--- src/rtl/fec_pkg.sv ---
package fec_pkg;
  typedef enum logic [1:0] {
    SEQ_IDLE = 2'd0,
    SEQ_ADDR = 2'd1,
    SEQ_CMD  = 2'd2,
    SEQ_BUSY = 2'd3
  } seqState_t;

  typedef struct packed {
    logic loadDiv;
    logic loadCnt;
    logic decCnt;
  } dpCtrl_t;

  localparam logic [7:0] CMD_MASS_ERASE = 8'h41;
  localparam int REG_DIV  = 0;
  localparam int REG_STAT = 1;
  localparam int REG_CMD  = 2;
  localparam int BIT_CBE  = 7;
  localparam int BIT_CCF  = 6;
  localparam int BIT_PV   = 5;
  localparam int BIT_ACC  = 4;
endpackage

--- src/rtl/fec_control.sv ---
module fec_control
  import fec_pkg::*;
#(
  parameter int ADDR_W     = 8,
  parameter int DATA_W     = 8,
  parameter int ALIGN_BITS = 1
) (
  input  logic              clk,
  input  logic              rstN,
  input  logic              busWe,
  input  logic [ADDR_W-1:0] busAddr,
  input  logic [DATA_W-1:0] busWdata,
  input  logic              protActive,
  input  logic              divLoaded,
  input  logic              cntZero,
  output dpCtrl_t           dpCtrl,
  output logic              cbeFlag,
  output logic              ccfFlag,
  output logic              pviolFlag,
  output logic              accerrFlag,
  output logic              eraseStart,
  output logic              eraseDone
);
  localparam logic [ADDR_W-1:0] ALIGN_MASK = ADDR_W'((1 << ALIGN_BITS) - 1);

  seqState_t state, nextState;
  logic wrArray, wrAligned, wrDiv, wrStat, wrCmd, launchBit;
  logic setAcc, setPv, startC, doneC;

  assign wrArray   = busWe && busAddr[ADDR_W-1];
  assign wrAligned = wrArray && ((busAddr & ALIGN_MASK) == '0);
  assign wrDiv     = busWe && !busAddr[ADDR_W-1] && (busAddr[ADDR_W-2:0] == (ADDR_W-1)'(REG_DIV));
  assign wrStat    = busWe && !busAddr[ADDR_W-1] && (busAddr[ADDR_W-2:0] == (ADDR_W-1)'(REG_STAT));
  assign wrCmd     = busWe && !busAddr[ADDR_W-1] && (busAddr[ADDR_W-2:0] == (ADDR_W-1)'(REG_CMD));
  assign launchBit = wrStat && busWdata[BIT_CBE];

  always_comb begin
    nextState      = state;
    setAcc         = 1'b0;
    setPv          = 1'b0;
    startC         = 1'b0;
    doneC          = 1'b0;
    dpCtrl         = '0;
    dpCtrl.loadDiv = wrDiv && !divLoaded;
    unique case (state)
      SEQ_IDLE: begin
        if (wrArray) begin
          if (!wrAligned || accerrFlag || pviolFlag) setAcc = 1'b1;
          else nextState = SEQ_ADDR;
        end else if (wrCmd || launchBit) begin
          setAcc = 1'b1;
        end
      end
      SEQ_ADDR: begin
        if (wrCmd) begin
          if (busWdata == DATA_W'(CMD_MASS_ERASE)) nextState = SEQ_CMD;
          else begin setAcc = 1'b1; nextState = SEQ_IDLE; end
        end else if (wrArray || launchBit) begin
          setAcc = 1'b1; nextState = SEQ_IDLE;
        end
      end
      SEQ_CMD: begin
        if (launchBit) begin
          nextState = SEQ_IDLE;
          if (!divLoaded) setAcc = 1'b1;
          else if (protActive) setPv = 1'b1;
          else begin
            startC         = 1'b1;
            dpCtrl.loadCnt = 1'b1;
            nextState      = SEQ_BUSY;
          end
        end else if (wrArray || wrCmd) begin
          setAcc = 1'b1; nextState = SEQ_IDLE;
        end
      end
      SEQ_BUSY: begin
        if (wrArray || wrCmd || launchBit) setAcc = 1'b1;
        if (cntZero) begin doneC = 1'b1; nextState = SEQ_IDLE; end
        else dpCtrl.decCnt = 1'b1;
      end
      default: nextState = SEQ_IDLE;
    endcase
  end

  always_ff @(posedge clk) begin
    if (!rstN) begin
      state      <= SEQ_IDLE;
      cbeFlag    <= 1'b1;
      ccfFlag    <= 1'b1;
      pviolFlag  <= 1'b0;
      accerrFlag <= 1'b0;
      eraseStart <= 1'b0;
      eraseDone  <= 1'b0;
    end else begin
      state      <= nextState;
      eraseStart <= startC;
      eraseDone  <= doneC;
      if (startC) begin
        cbeFlag <= 1'b0;
        ccfFlag <= 1'b0;
      end else if (doneC) begin
        cbeFlag <= 1'b1;
        ccfFlag <= 1'b1;
      end
      if (setAcc) accerrFlag <= 1'b1;
      else if (wrStat && busWdata[BIT_ACC]) accerrFlag <= 1'b0;
      if (setPv) pviolFlag <= 1'b1;
      else if (wrStat && busWdata[BIT_PV]) pviolFlag <= 1'b0;
    end
  end

  // an erase in progress keeps both ready flags low
  assert_busy_flags_R4: assert property (@(posedge clk) disable iff (!rstN)
    (state == SEQ_BUSY) |-> (!cbeFlag && !ccfFlag));
  // the launch strobe lasts one cycle and marks an erase in progress
  assert_start_pulse_R3: assert property (@(posedge clk) disable iff (!rstN)
    eraseStart |-> (state == SEQ_BUSY) ##1 !eraseStart);
  // completion follows an erase and restores the flags
  assert_done_flags_R4: assert property (@(posedge clk) disable iff (!rstN)
    eraseDone |-> (cbeFlag && ccfFlag && $past(state == SEQ_BUSY)));
  // a new protection violation never comes with a started erase
  assert_pviol_no_start_R5: assert property (@(posedge clk) disable iff (!rstN)
    $rose(pviolFlag) |-> (!eraseStart && state == SEQ_IDLE));
endmodule

--- src/rtl/fec_datapath.sv ---
module fec_datapath
  import fec_pkg::*;
#(
  parameter int ADDR_W       = 8,
  parameter int DATA_W       = 8,
  parameter int ERASE_CYCLES = 64,
  localparam int DIV_W       = DATA_W - 1,
  localparam int CNT_W       = $clog2(ERASE_CYCLES + 1)
) (
  input  logic              clk,
  input  logic              rstN,
  input  dpCtrl_t           dpCtrl,
  input  logic [ADDR_W-1:0] busAddr,
  input  logic [DIV_W-1:0]  divIn,
  input  logic [3:0]        statusBits,
  output logic              divLoaded,
  output logic              cntZero,
  output logic [DATA_W-1:0] busRdata
);
  logic [DIV_W-1:0]  divReg;
  logic [CNT_W-1:0]  cnt;
  logic [DATA_W-1:0] divWord, statWord;

  always_ff @(posedge clk) begin
    if (!rstN) begin
      divReg    <= '0;
      divLoaded <= 1'b0;
      cnt       <= '0;
    end else begin
      if (dpCtrl.loadDiv) begin
        divReg    <= divIn;
        divLoaded <= 1'b1;
      end
      if (dpCtrl.loadCnt) cnt <= CNT_W'(ERASE_CYCLES - 1);
      else if (dpCtrl.decCnt) cnt <= cnt - CNT_W'(1);
    end
  end

  assign cntZero = (cnt == '0);

  always_comb begin
    divWord               = '0;
    divWord[DATA_W-1]     = divLoaded;
    divWord[DIV_W-1:0]    = divReg;
    statWord              = '0;
    statWord[BIT_CBE:BIT_ACC] = statusBits;
    busRdata              = '0;
    if (!busAddr[ADDR_W-1]) begin
      if (busAddr[ADDR_W-2:0] == (ADDR_W-1)'(REG_DIV))       busRdata = divWord;
      else if (busAddr[ADDR_W-2:0] == (ADDR_W-1)'(REG_STAT)) busRdata = statWord;
    end
  end

  // once written, the divider stays loaded until reset
  assert_div_sticky_R2: assert property (@(posedge clk) disable iff (!rstN)
    divLoaded |=> divLoaded);
  // the duration counter is only reloaded while it is idle at zero
  assert_cnt_reload_R4: assert property (@(posedge clk) disable iff (!rstN)
    dpCtrl.loadCnt |-> cntZero);
endmodule

--- src/rtl/flash_erase_ctrl.sv ---
module flash_erase_ctrl
  import fec_pkg::*;
#(
  parameter int ADDR_W       = 8,
  parameter int DATA_W       = 8,
  parameter int ALIGN_BITS   = 1,
  parameter int ERASE_CYCLES = 64
) (
  input  logic              clk,
  input  logic              rstN,
  input  logic              busWe,
  input  logic [ADDR_W-1:0] busAddr,
  input  logic [DATA_W-1:0] busWdata,
  output logic [DATA_W-1:0] busRdata,
  input  logic              protActive,
  output logic              divLoaded,
  output logic              eraseStart,
  output logic              eraseDone
);
  localparam int DIV_W = DATA_W - 1;

  dpCtrl_t dpCtrl;
  logic cntZero, cbeFlag, ccfFlag, pviolFlag, accerrFlag;

  fec_control #(
    .ADDR_W(ADDR_W), .DATA_W(DATA_W), .ALIGN_BITS(ALIGN_BITS)
  ) u_control (
    .clk(clk), .rstN(rstN), .busWe(busWe), .busAddr(busAddr),
    .busWdata(busWdata), .protActive(protActive), .divLoaded(divLoaded),
    .cntZero(cntZero), .dpCtrl(dpCtrl), .cbeFlag(cbeFlag), .ccfFlag(ccfFlag),
    .pviolFlag(pviolFlag), .accerrFlag(accerrFlag),
    .eraseStart(eraseStart), .eraseDone(eraseDone)
  );

  fec_datapath #(
    .ADDR_W(ADDR_W), .DATA_W(DATA_W), .ERASE_CYCLES(ERASE_CYCLES)
  ) u_datapath (
    .clk(clk), .rstN(rstN), .dpCtrl(dpCtrl), .busAddr(busAddr),
    .divIn(busWdata[DIV_W-1:0]),
    .statusBits({cbeFlag, ccfFlag, pviolFlag, accerrFlag}),
    .divLoaded(divLoaded), .cntZero(cntZero), .busRdata(busRdata)
  );
endmodule

--- config.mk ---
export PLATFORM = sky130hd
export DESIGN_NAME = flash_erase_ctrl
export DESIGN_NICKNAME = d
export VERILOG_FILES = /design/src/rtl/fec_pkg.sv /design/src/rtl/fec_control.sv /design/src/rtl/fec_datapath.sv /design/src/rtl/flash_erase_ctrl.sv
export SDC_FILE = /design/constraint.sdc
export NUM_CORES = 1
export LEC_CHECK = 0
export BUFFER_PORTS_ARGS = -buffer_cell sky130_fd_sc_hd__buf_2
export CAP_MARGIN = 20
export CORE_MARGIN = 1.5
export CORE_UTILIZATION = 33
export CTS_CLUSTER_DIAMETER = 30
export DETAILED_ROUTE_END_ITERATION = 6
export PLACE_DENSITY = 0.6
export SKIP_LAST_GASP = 1
export SLEW_MARGIN = 20
export SYNTH_ARGS = -nofsm -noshare
export SYNTH_HDL_FRONTEND = slang
export SYNTH_SLANG_ARGS = --single-unit
--- constraint.sdc ---
create_clock -name clk -period 5 [get_ports clk]
set_clock_uncertainty 0.2 [all_clocks]
set_input_delay 0.5 -clock clk [delete_from_list [all_inputs] [get_ports clk]]
set_output_delay 0.5 -clock clk [all_outputs]
set_load 0.01 [all_outputs]
==> results by group, run 1 <==
Layout
  – Fraction of layout cells with a size suffix above 1: 23.5%
  – Design area: about 1400 µm²
  – Number of diodes: 0
  – Commonest non-fill, non-tap cell in the layout: buf_2
  – Nets: 189
  – Synth-to-Final Area Change: 18.6%
  – Commonest cells after routing, fill and taps aside: buf_2, dfxtp_1, nor2_1

Clock network
  – CTS root buffer: clkbuf_4
  – Setup bufs post-CTS: 0
  – Worst-skew pair later-pin latency: 0.31 ns
  – CTS Hold Bufs: 0
  – CTS tree: done
  – Sink Count: 22
  – Post-cts sizing count: 0
  – Num CTS Buffers: 3
  – H-tree levels: 1
  – Clock Tree Buf Depth: 2
  – Clock transition at the registers of the reported paths: 0.12 ns

Critical path
  – Crit path cell chain: buf_2 > or4_4 > or4_1 > nor2_1 > and2_1 > buf_2
  – Crit start category: primary input
  – CP Max Fanout: 9
  – CP delay by family, top: simple AND/OR/NAND/NOR gates
  – CP max-delay cell: or4_1
  – CP Buf/Inv Count: 2
  – Crit-path max cell delay: 0.64 ns
  – Critical setup path kind: in2out
  – CP Data Required Time: about 4.3 ns
  – Internal reg-to-reg setup slack: 3.08 ns
  – Critical Path End Type: output port
  – CP dominant cell by count: buf_2
  – Arr. time, crit path: 2.31 ns

Timing
  – Final hold viol count: 0
  – Final worst-path cycle share: 60.3%
  – Worst slew pin tran: 0.548 ns
  – Min Tclk post-route: 3.01 ns
  – Slew headroom: 63.1%
  – RSZ-0062 raised after global routing: false
  – Final setup TNS: 0 ns
  – Max-slew violation count: 0
  – Fmax: about 330 MHz
  – Final setup viols: 0
  – Hold slack: about 0.25 ns

Die
  – Initial Util: 35.1%
  – Die width: 63.0 µm
  – Row count: 21
  – Die Span Y: 63.0 µm
  – Core Box Area: 3390 µm²
  – Die area: 3970 µm²
  – IO Count: 31

Routing
  – Drt total wl: 2.70 mm
  – DRT iter0 DRCs: 21
  – Post-route ant nets: 0
  – Vias per std cell: 5.22
  – # DRC: 0
  – Initial DRT Pass Iterations: 4
  – Vias after detailed routing: 1107
  – WL/cell: 12.7 µm

Synth
  – Post-Syn Area: ~1200 µm²
  – Post-synth net total: between 150 and 200
  – #FFs+latches synth: 22
  – Synth Instances: around 140
  – Ys Warns: 0
  – Netlist cell types: 40
  – Seq/Total Area, Yosys: 37.0%
  – Syn_area_per_cell: 8.75 µm²

Placed design
  – Placement Cell Area: 1380 µm²
  – DP HPWL: 2.13 mm
  – PortBufs: 30
  – Routability cong.: 0.866

Run status
  – Status: completed

Worst hold path
  – HP Class: in2reg

Job
  – Maxcap violations: 0

Power
  – Static Leak: roughly 0.58 nW
  – Worst vdd ir: just under 0.00009 V
  – Power Dens Cells: 216 nW/µm²

Global routing
  – Global-route wire length before repair: 4.71 mm
  – Total gr overflow: 0
  – Largest net degree at the start of global routing: 17
  – Initial antenna violation count: 0
  – Vias in the first global route: 1065
  – Global-route usage over all layers: 14.7%
sequential cells by signal, summed over array words and instances, names as in the netlist:
name,flops
u_control.cbeFlag,1
u_datapath.divReg,7
u_datapath.cnt,7
u_control.eraseDone,1
u_control.pviolFlag,1
u_control.state,2
u_control.accerrFlag,1
u_datapath.divLoaded,1
u_control.eraseStart,1
per-stage QoR:
step	total power, mW	util, %	worst slack (ns)	instances
final	0.305	41.6	1.99	212
after global routing	0.322	41.6	1.88	212
after CTS	0.311	41.6	2.00	212
after detailed placement	0.211	40.6	2.00	208
after global placement	0.210	40.6	2.02	208
after floorplan	0.197	-	2.39	136
cell families (layout without fill, tap and decap cells):
| group | count (synthesis) | in the layout | share of synthesized area (%) |
|---|---|---|---|
| fa+ha+maj | 2 | 2 | 2.10 |
| mux | 9 | 9 | 7.57 |
| xor+xnor | 5 | 5 | 3.68 |
| flops | 22 | 22 | 37.0 |
| compound gates | 30 | 30 | 17.6 |
| simple gates | 58 | 58 | 28.3 |
| buf+inv | 10 | 40 | 3.79 |
synthesized netlist by cell type:
master	number	area share, %
a2bb2oi_1	1	0.74
a211oi_1	2	1.3
and3b_1	1	0.74
a21oi_1	9	3.8
nor4_1	2	1.1
a21boi_0	1	0.63
o21ai_0	1	0.42
nor3_1	7	2.9
and3_1	4	2.1
nand4b_1	1	0.74
a31o_2	1	0.74
or4_4	1	0.95
clkbuf_1	3	0.95
and4_1	1	0.74
inv_1	6	1.9
nand2b_1	2	1.1
nor4_4	1	1.8
o211a_1	1	0.84
nand4_1	1	0.53
dfxtp_1	22	37
or4_1	1	0.63
nand3b_1	1	0.63
a21bo_2	1	0.84
nand2_1	10	3.2
nand3_1	2	0.84
ha_1	2	2.1
nor3_4	1	1.4
o21a_1	4	2.5
o22ai_1	1	0.53
a211o_1	2	1.5
o21bai_1	2	1.3
mux2i_1	9	7.6
a41oi_1	2	1.5
a31oi_1	2	1.1
and2_1	4	2.1
nor2b_1	6	3.2
nor2_1	12	3.8
buf_6	1	0.95
xnor2_1	1	0.74
xor2_1	4	2.9
layer usage:
layer | track usage (%) | share of wire [%] | vias up
met4 | 6.67 | 1.0 | 0
met3 | 1.80 | 4.9 | 2
met1 | 18.8 | 46 | 521
met2 | 24.5 | 48 | 32
met5 | 0 | 0 | -
li1 | - | - | 552
worst register-to-register path: stages (launching register included):
cell	delay (ns)
dfxtp_1	0.37
nor4_1	0.53
and3_1	0.29
a41oi_1	0.08
a2bb2oi_1	0.16
o211a_1	0.20
area by class of cell:
class                   count  area, µm²
multi-input cells         104        704
clock buffers               4       36.3
inverters                   6       22.5
fillers                   365       1980
repair buffers             30        150
well taps                  46       57.6
flip-flops and latches     22        440
power breakdown:
group          internal (mW)  total [mW]  switching (mW)  leakage, nW
combinational         0.0131      0.0297          0.0165        0.384
sequential             0.176       0.178         0.00115        0.177
clock                 0.0444      0.0978          0.0534       0.0210
final timing paths:
check / start / end / depth (start not counted)
worst max-delay path: busAddr[4] / busRdata[2] / 6
worst max register to register: u_datapath.cnt[2] / u_control.state[0] / 5
worst min-delay path: busWdata[6] / u_datapath.divReg[6] / 3
worst min register to register: u_datapath.divReg[0] / u_datapath.divReg[0] / 2
Power figures use the tool's default switching activity.
==> run 2, diff against run 1 <==
Settings changed: ABC_AREA set to 1, PLACE_DENSITY 0.6 to 0.61.
Clock period 5 ns to 2.67 ns, I/O delays scaled along.
==> results by group, run 2 <==
Job
  – Maxcap violations: 0 (unchanged)

Die
  – Die Span Y: 66.6 µm (was 63.0 µm)
  – Die width: 66.6 µm (was 63.0 µm)
  – Row count: 22 (was 21)
  – IO Count: 31 (unchanged)
  – Initial Util: 35.4% (was 35.1%)
  – Die area: 4440 µm² (was 3970 µm²)
  – Core Box Area: 3770 µm² (was 3390 µm²)

Global routing
  – Global-route wire length before repair: 4.86 mm (was 4.71 mm)
  – Total gr overflow: 0 (unchanged)
  – Met1 usage: 17.8% (was 18.8%)
  – Largest net degree at the start of global routing: 15 (was 17)
  – Met3 Use GR: 3.72% (was 1.80%)
  – Initial antenna violation count: 0 (unchanged)
  – Global-route usage over all layers: 14.3% (was 14.7%)
  – M2 GR Usage: 23.9% (was 24.5%)
  – Vias in the first global route: 1165 (was 1065)
  – Layer with the highest usage: met2 (unchanged)

Power
  – Clock power frac: 31.5% (was 32.1%)
  – Total power: 0.760 mW (was 0.305 mW)
  – P_int: 0.536 mW (was 0.234 mW)
  – Combinational Power Share: 21.2% (was 9.7%)
  – Static Leak: 0.763 nW (was 0.583 nW)
  – Switch share: 29.4% (was 23.3%)
  – Worst vdd ir: 0.000250 V (was 0.0000882 V)
  – Power Dens Cells: 484 nW/µm² (was 216 nW/µm²)
  – Switch Pwr: 0.223 mW (was 0.0711 mW)
  – Share of power burned in registers: 47.3% (was 58.2%)

Synth
  – Most frequent cell after synthesis: nand2_1 (was dfxtp_1)
  – Leading area contributor after synthesis: dfxtp_1 (unchanged)
  – Synth Flop Type: dfxtp_1 (unchanged)
  – Netlist cell types: 28 (was 40)
  – Seq/Total Area, Yosys: 33.0% (was 37.0%)
  – Commonest cells in the synthesized netlist: nand2_1, inv_1, dfxtp_1 (was dfxtp_1, nor2_1, nand2_1)
  – Post-Syn Area: 1340 µm² (was 1190 µm²)
  – Post-synth net total: 222 (was 158)
  – Syn_area_per_cell: 6.68 µm² (was 8.75 µm²)
  – Synth Instances: 200 (was 136)
  – #FFs+latches synth: 22 (unchanged)
  – Number of synthesized flops with an enable pin: 0 (unchanged)
  – Synth area leaders: dfxtp_1, nand2_1, inv_1 (was dfxtp_1, mux2i_1, a21oi_1)
  – Ys async rst share: 0% (unchanged)
  – Ys Warns: 0 (unchanged)
  – Share of the synthesized area in the top cell type: 33.0% (was 37.0%)

Routing
  – Vias after detailed routing: 1318 (was 1107)
  – Vias per std cell: 4.72 (was 5.22)
  – Drt total wl: 3.01 mm (was 2.70 mm)
  – # DRC: 0 (unchanged)
  – DRT iter0 DRCs: 75 (was 21)
  – Post-route ant nets: 0 (unchanged)
  – WL/cell: 10.8 µm (was 12.7 µm)
  – Initial DRT Pass Iterations: 4 (unchanged)

Critical path
  – CP Data Required Time: 2.20 ns (was 4.30 ns)
  – Crit start category: primary input (unchanged)
  – Critical Path End Type: output port (unchanged)
  – Arr. time, crit path: 1.46 ns (was 2.31 ns)
  – CP Max Fanout: 6 (was 9)
  – Critical setup path kind: in2out (unchanged)

Clock network
  – Worst-skew pair later-pin latency: 0.26 ns (was 0.31 ns)
  – H-tree levels: 1 (unchanged)
  – Clock transition at the registers of the reported paths: 0.08 ns (was 0.12 ns)
  – CTS tree: done (unchanged)
  – Clock Tree Buf Depth: 2 (unchanged)
  – Post-cts sizing count: 0 (unchanged)
  – Setup bufs post-CTS: 0 (unchanged)
  – CTS Hold Bufs: 0 (unchanged)
  – CTS root buffer: clkbuf_8 (was clkbuf_4)
  – Num CTS Buffers: 3 (unchanged)
  – Sink Count: 22 (unchanged)

Worst hold path
  – HP Class: in2reg (unchanged)

Placed design
  – DP HPWL: 2.33 mm (was 2.13 mm)
  – PortBufs: 30 (unchanged)
  – Placed cell count: 275 (was 208)
  – Routability cong.: 0.791 (was 0.866)

Layout
  – Synth-to-Final Area Change: 17.6% (was 18.6%)
  – Commonest cells after routing, fill and taps aside: nand2_1, buf_2, inv_1 (was buf_2, dfxtp_1, nor2_1)
  – Filler cell count: 423 (was 365)
  – Commonest non-fill, non-tap cell in the layout: nand2_1 (was buf_2)
  – Fraction of layout cells with a size suffix above 1: 26.4% (was 23.5%)
  – Area of the multi-input gates: 738 µm² (was 704 µm²)
  – Cell Count, Final, Fillers Out: 279 (was 212)
  – Top flop regs: u_datapath.cnt: 7 flops, u_datapath.divReg: 7 flops, u_control.state: 2 flops (unchanged)
  – Number of diodes: 0 (unchanged)
  – FF+latch area: 440 µm² (unchanged)
  – Nets: 254 (was 189)

Timing
  – Slew headroom: 76.7% (was 63.1%)
  – Final setup TNS: 0 ns (unchanged)
  – Fmax: 518 MHz
  – RSZ-0062 raised after global routing: false (unchanged)
  – Worst slew pin tran: 0.347 ns (was 0.548 ns)
  – Min Tclk post-route: a little under 2 ns
  – Final setup viols: 0 (unchanged)
  – Final worst-path cycle share: 72.3%
  – Max-slew violation count: 0 (unchanged)
  – Final hold viol count: 0 (unchanged)

Run status
  – Status: completed (unchanged)
run 2: per-layer routing:
layer	part of all wire, %	vias to the layer above
met5	0	-
met4	1.1	0
met3	5.0	4
met2	44	33
met1	50	581
li1	-	700
run 2: area by class of cell:
class | instances | share of cell area, %
multi-input cells | 141 | 47.0
flip-flops and latches | 22 | 28.0
repair buffers | 30 | 9.55
inverters | 34 | 8.12
well taps | 48 | 3.82
clock buffers | 4 | 3.50
run 2: kinds of logic after synthesis:
kind of cell,synth area share [%]
buffers and inverters,11.8
and+or+nand+nor,39.8
AOI/OAI and AO/OA,13.6
DFF,33.0
adders and majority gates,1.87
run 2: path summary, 6_finish.rpt:
check / start / end / slack, ns / cells past startpoint
setup / recovery: busAddr[3] / busRdata[6] / 0.74 / 10
hold / removal: busWdata[3] / u_datapath.divReg[3] / 0.1 / 3
setup reg to reg: u_datapath.cnt[0] / u_datapath.cnt[6] / 1.04 / 8
hold reg to reg: u_datapath.divReg[3] / u_datapath.divReg[3] / 0.26 / 2
run 2: through the flow:
step	utilization [%]	setup slack, ns	hold WS [ns]	area (µm²)
2_1_floorplan	-	0.977	0.205	1340
3_3_place_gp	40.2	0.785	0.244	1520
3_5_place_dp	40.2	0.749	0.247	1520
4_1_cts	41.7	0.741	0.0929	1570
5_1_grt	41.7	0.613	0.0927	1570
6_report	41.7	0.738	0.0963	1570
run 2: power by group through the flow:
stage	registers (mW)	logic, mW	clock network [mW]
floorplan	0.364	0.123	0
global placement	0.366	0.162	0
detailed placement	0.366	0.161	0
CTS	0.359	0.162	0.250
global route	0.361	0.185	0.268
finish	0.359	0.161	0.239
run 2: critical path, cell delays in order:
cell and delay (ns):
buf_2 0.11, nor2_2 0.15, nand2_2 0.08, nor2_4 0.13, nand2_4 0.10, inv_2 0.10
a21oi_1 0.05, or2_1 0.22, a21oi_1 0.11, buf_2 0.14
==> run 3, diff against run 2 <==
Clock period 2.67 ns to 1.55 ns, I/O delays scaled along.
==> results by group, run 3 (synthesis results as in run 2) <==
Run status
  – Status: finished with violations (was completed)
  – Failing checks: setup timing

Placed design
  – Routability cong.: 0.784 (was 0.791)
  – DP HPWL: 2.51 mm (was 2.33 mm)
  – Placed cell count: 290 (was 275)
  – Pre-CTS setup slack: -0.0751 ns (was 0.749 ns)
  – PortBufs: 30 (unchanged)
  – Placement Cell Area: 1630 µm² (was 1520 µm²)

Timing
  – Fmax: 630 MHz
  – Final setup TNS: -0.0953 ns (was 0 ns)
  – Final setup viols: 4 (was 0)
  – Max-slew violation count: 0 (unchanged)
  – Slew headroom: 81.0% (was 76.7%)
  – Hold slack: 0.0193 ns (was 0.0963 ns)
  – RSZ-0062 raised after global routing: true (was false)
  – Min Tclk post-route: 1.59 ns
  – Final worst-path cycle share: 102%
  – Min setup slack post-route: -0.0361 ns (was 0.738 ns)
  – Final hold viol count: 0 (unchanged)
  – Worst slew pin tran: 0.283 ns (was 0.347 ns)

Clock network
  – CTS tree: done (unchanged)
  – Worst-skew pair later-pin latency: 0.26 ns (about the same)
  – Num CTS Buffers: 3 (unchanged)
  – CTS root buffer: clkbuf_8 (unchanged)
  – Clock Tree Buf Depth: 2 (unchanged)
  – H-tree levels: 1 (unchanged)
  – Clock transition at the registers of the reported paths: 0.08 ns (about the same)
  – Sink Count: 22 (unchanged)

Layout
  – Number of diodes: 0 (unchanged)
  – Design area: 1940 µm² (was 1570 µm²)
  – Top flop regs: u_datapath.cnt: 7 flops, u_datapath.divReg: 7 flops, u_control.state: 2 flops (unchanged)
  – Commonest cells after routing, fill and taps aside: nand2_1, inv_1, buf_2 (was nand2_1, buf_2, inv_1)
  – Cell Count, Final, Fillers Out: 303 (was 279)
  – Core Util, Final: 51.4% (was 41.7%)
  – Nets: 278 (was 254)
  – Fraction of layout cells with a size suffix above 1: 40.8% (was 26.4%)
  – Commonest non-fill, non-tap cell in the layout: nand2_1 (unchanged)
  – Synth-to-Final Area Change: 44.9% (was 17.6%)

Routing
  – Vias per std cell: 4.64 (was 4.72)
  – DRT iter0 DRCs: 52 (was 75)
  – # DRC: 0 (unchanged)
  – Post-route ant nets: 0 (unchanged)
  – Initial DRT Pass Iterations: 4 (unchanged)
  – WL/cell: 11.1 µm (was 10.8 µm)
  – Drt total wl: 3.37 mm (was 3.01 mm)
  – Vias after detailed routing: 1405 (was 1318)

Global routing
  – Vias in the first global route: 1250 (was 1165)
  – Largest net degree at the start of global routing: 14 (was 15)
  – Met3 Use GR: 3.55% (was 3.72%)
  – Global-route wire length before repair: 5.35 mm (was 4.86 mm)
  – M2 GR Usage: 27.8% (was 23.9%)
  – Layer with the highest usage: met2 (unchanged)
  – Total gr overflow: 0 (unchanged)
  – Global-route usage over all layers: 15.7% (was 14.3%)
  – Met1 usage: 19.3% (was 17.8%)
  – Initial antenna violation count: 0 (unchanged)

Critical path
  – Critical Path End Type: output port (unchanged)
  – Arr. time, crit path: 1.23 ns (was 1.46 ns)
  – CP Data Required Time: 1.19 ns (was 2.20 ns)
  – Reg2reg path depth: 10 (was 8)
  – Critical setup path kind: in2out (unchanged)
  – CP Max Fanout: 4 (was 6)
  – Crit start category: primary input (unchanged)

Power
  – Total power: 1.36 mW (was 0.760 mW)
  – Static Leak: 0.940 nW (was 0.763 nW)
  – Power Dens Cells: 704 nW/µm² (was 484 nW/µm²)
  – Worst vdd ir: 0.000409 V (was 0.000250 V)

Die
  – Row count: 22 (unchanged)
  – Initial Util: 35.4% (unchanged)
  – Core Box Area: 3770 µm² (unchanged)
  – Die area: 4440 µm² (unchanged)
  – IO Count: 31 (unchanged)
  – Die Span Y: 66.6 µm (unchanged)
  – Die width: 66.6 µm (unchanged)

Worst hold path
  – Hold depth: 3 (unchanged)
  – HP Class: in2reg (unchanged)

Job
  – Maxcap violations: 0 (unchanged)
run 3: cell count changes in the layout (fill, tap and decap cells not counted), sizes merged:
cell         change
dlygate4sd3      +6
buf             +18
run 3: repair_timing:
item | 4_1_cts | 5_1_grt
resized for setup | 14 | 33
hold buffers | 6 | 0
hold endpoints to repair | 6 | 0
buffers inserted | 4 | 2
setup endpoints to repair | 6 | 18
pin swaps | 9 | 15
run 3: path summary, 6_finish.rpt:
check,startpoint,to,slack (ns)
hold reg to reg,u_datapath.divReg[3],u_datapath.divReg[3],0.26
setup reg to reg,u_datapath.cnt[2],u_datapath.cnt[4],0.03
setup / recovery,busAddr[5],busRdata[0],-0.04
hold / removal,busWdata[6],u_datapath.divReg[6],0.02
run 3: power by group:
part           internal, mW  leakage (nW)  switching (mW)
clock                 0.226        0.0288           0.186
combinational         0.137         0.730           0.191
sequential            0.594         0.181          0.0297
run 3: critical path, stage by stage:
cell and delay [ns]:
buf_6 0.09, nor2_4 0.12, nand2_4 0.08, nor2_4 0.14, nand2_4 0.07, buf_4 0.13
buf_4 0.12, nor3_1 0.16, buf_2 0.17
run 3: layer usage:
metal,vias up,part of all wire (%)
met5,-,0
met2,24,48
met3,2,3.6
met4,0,0.50
li1,749,-
met1,630,48
run 3: final cells by class:
| cell class | instances | area, µm² |
|---|---|---|
| clock buffer | 4 | 55.1 |
| fill | 374 | 1830 |
| inverter | 34 | 128 |
| multi-input combinational | 141 | 863 |
| sequential | 22 | 449 |
| tap | 48 | 60.1 |
| timing repair buffer | 54 | 382 |
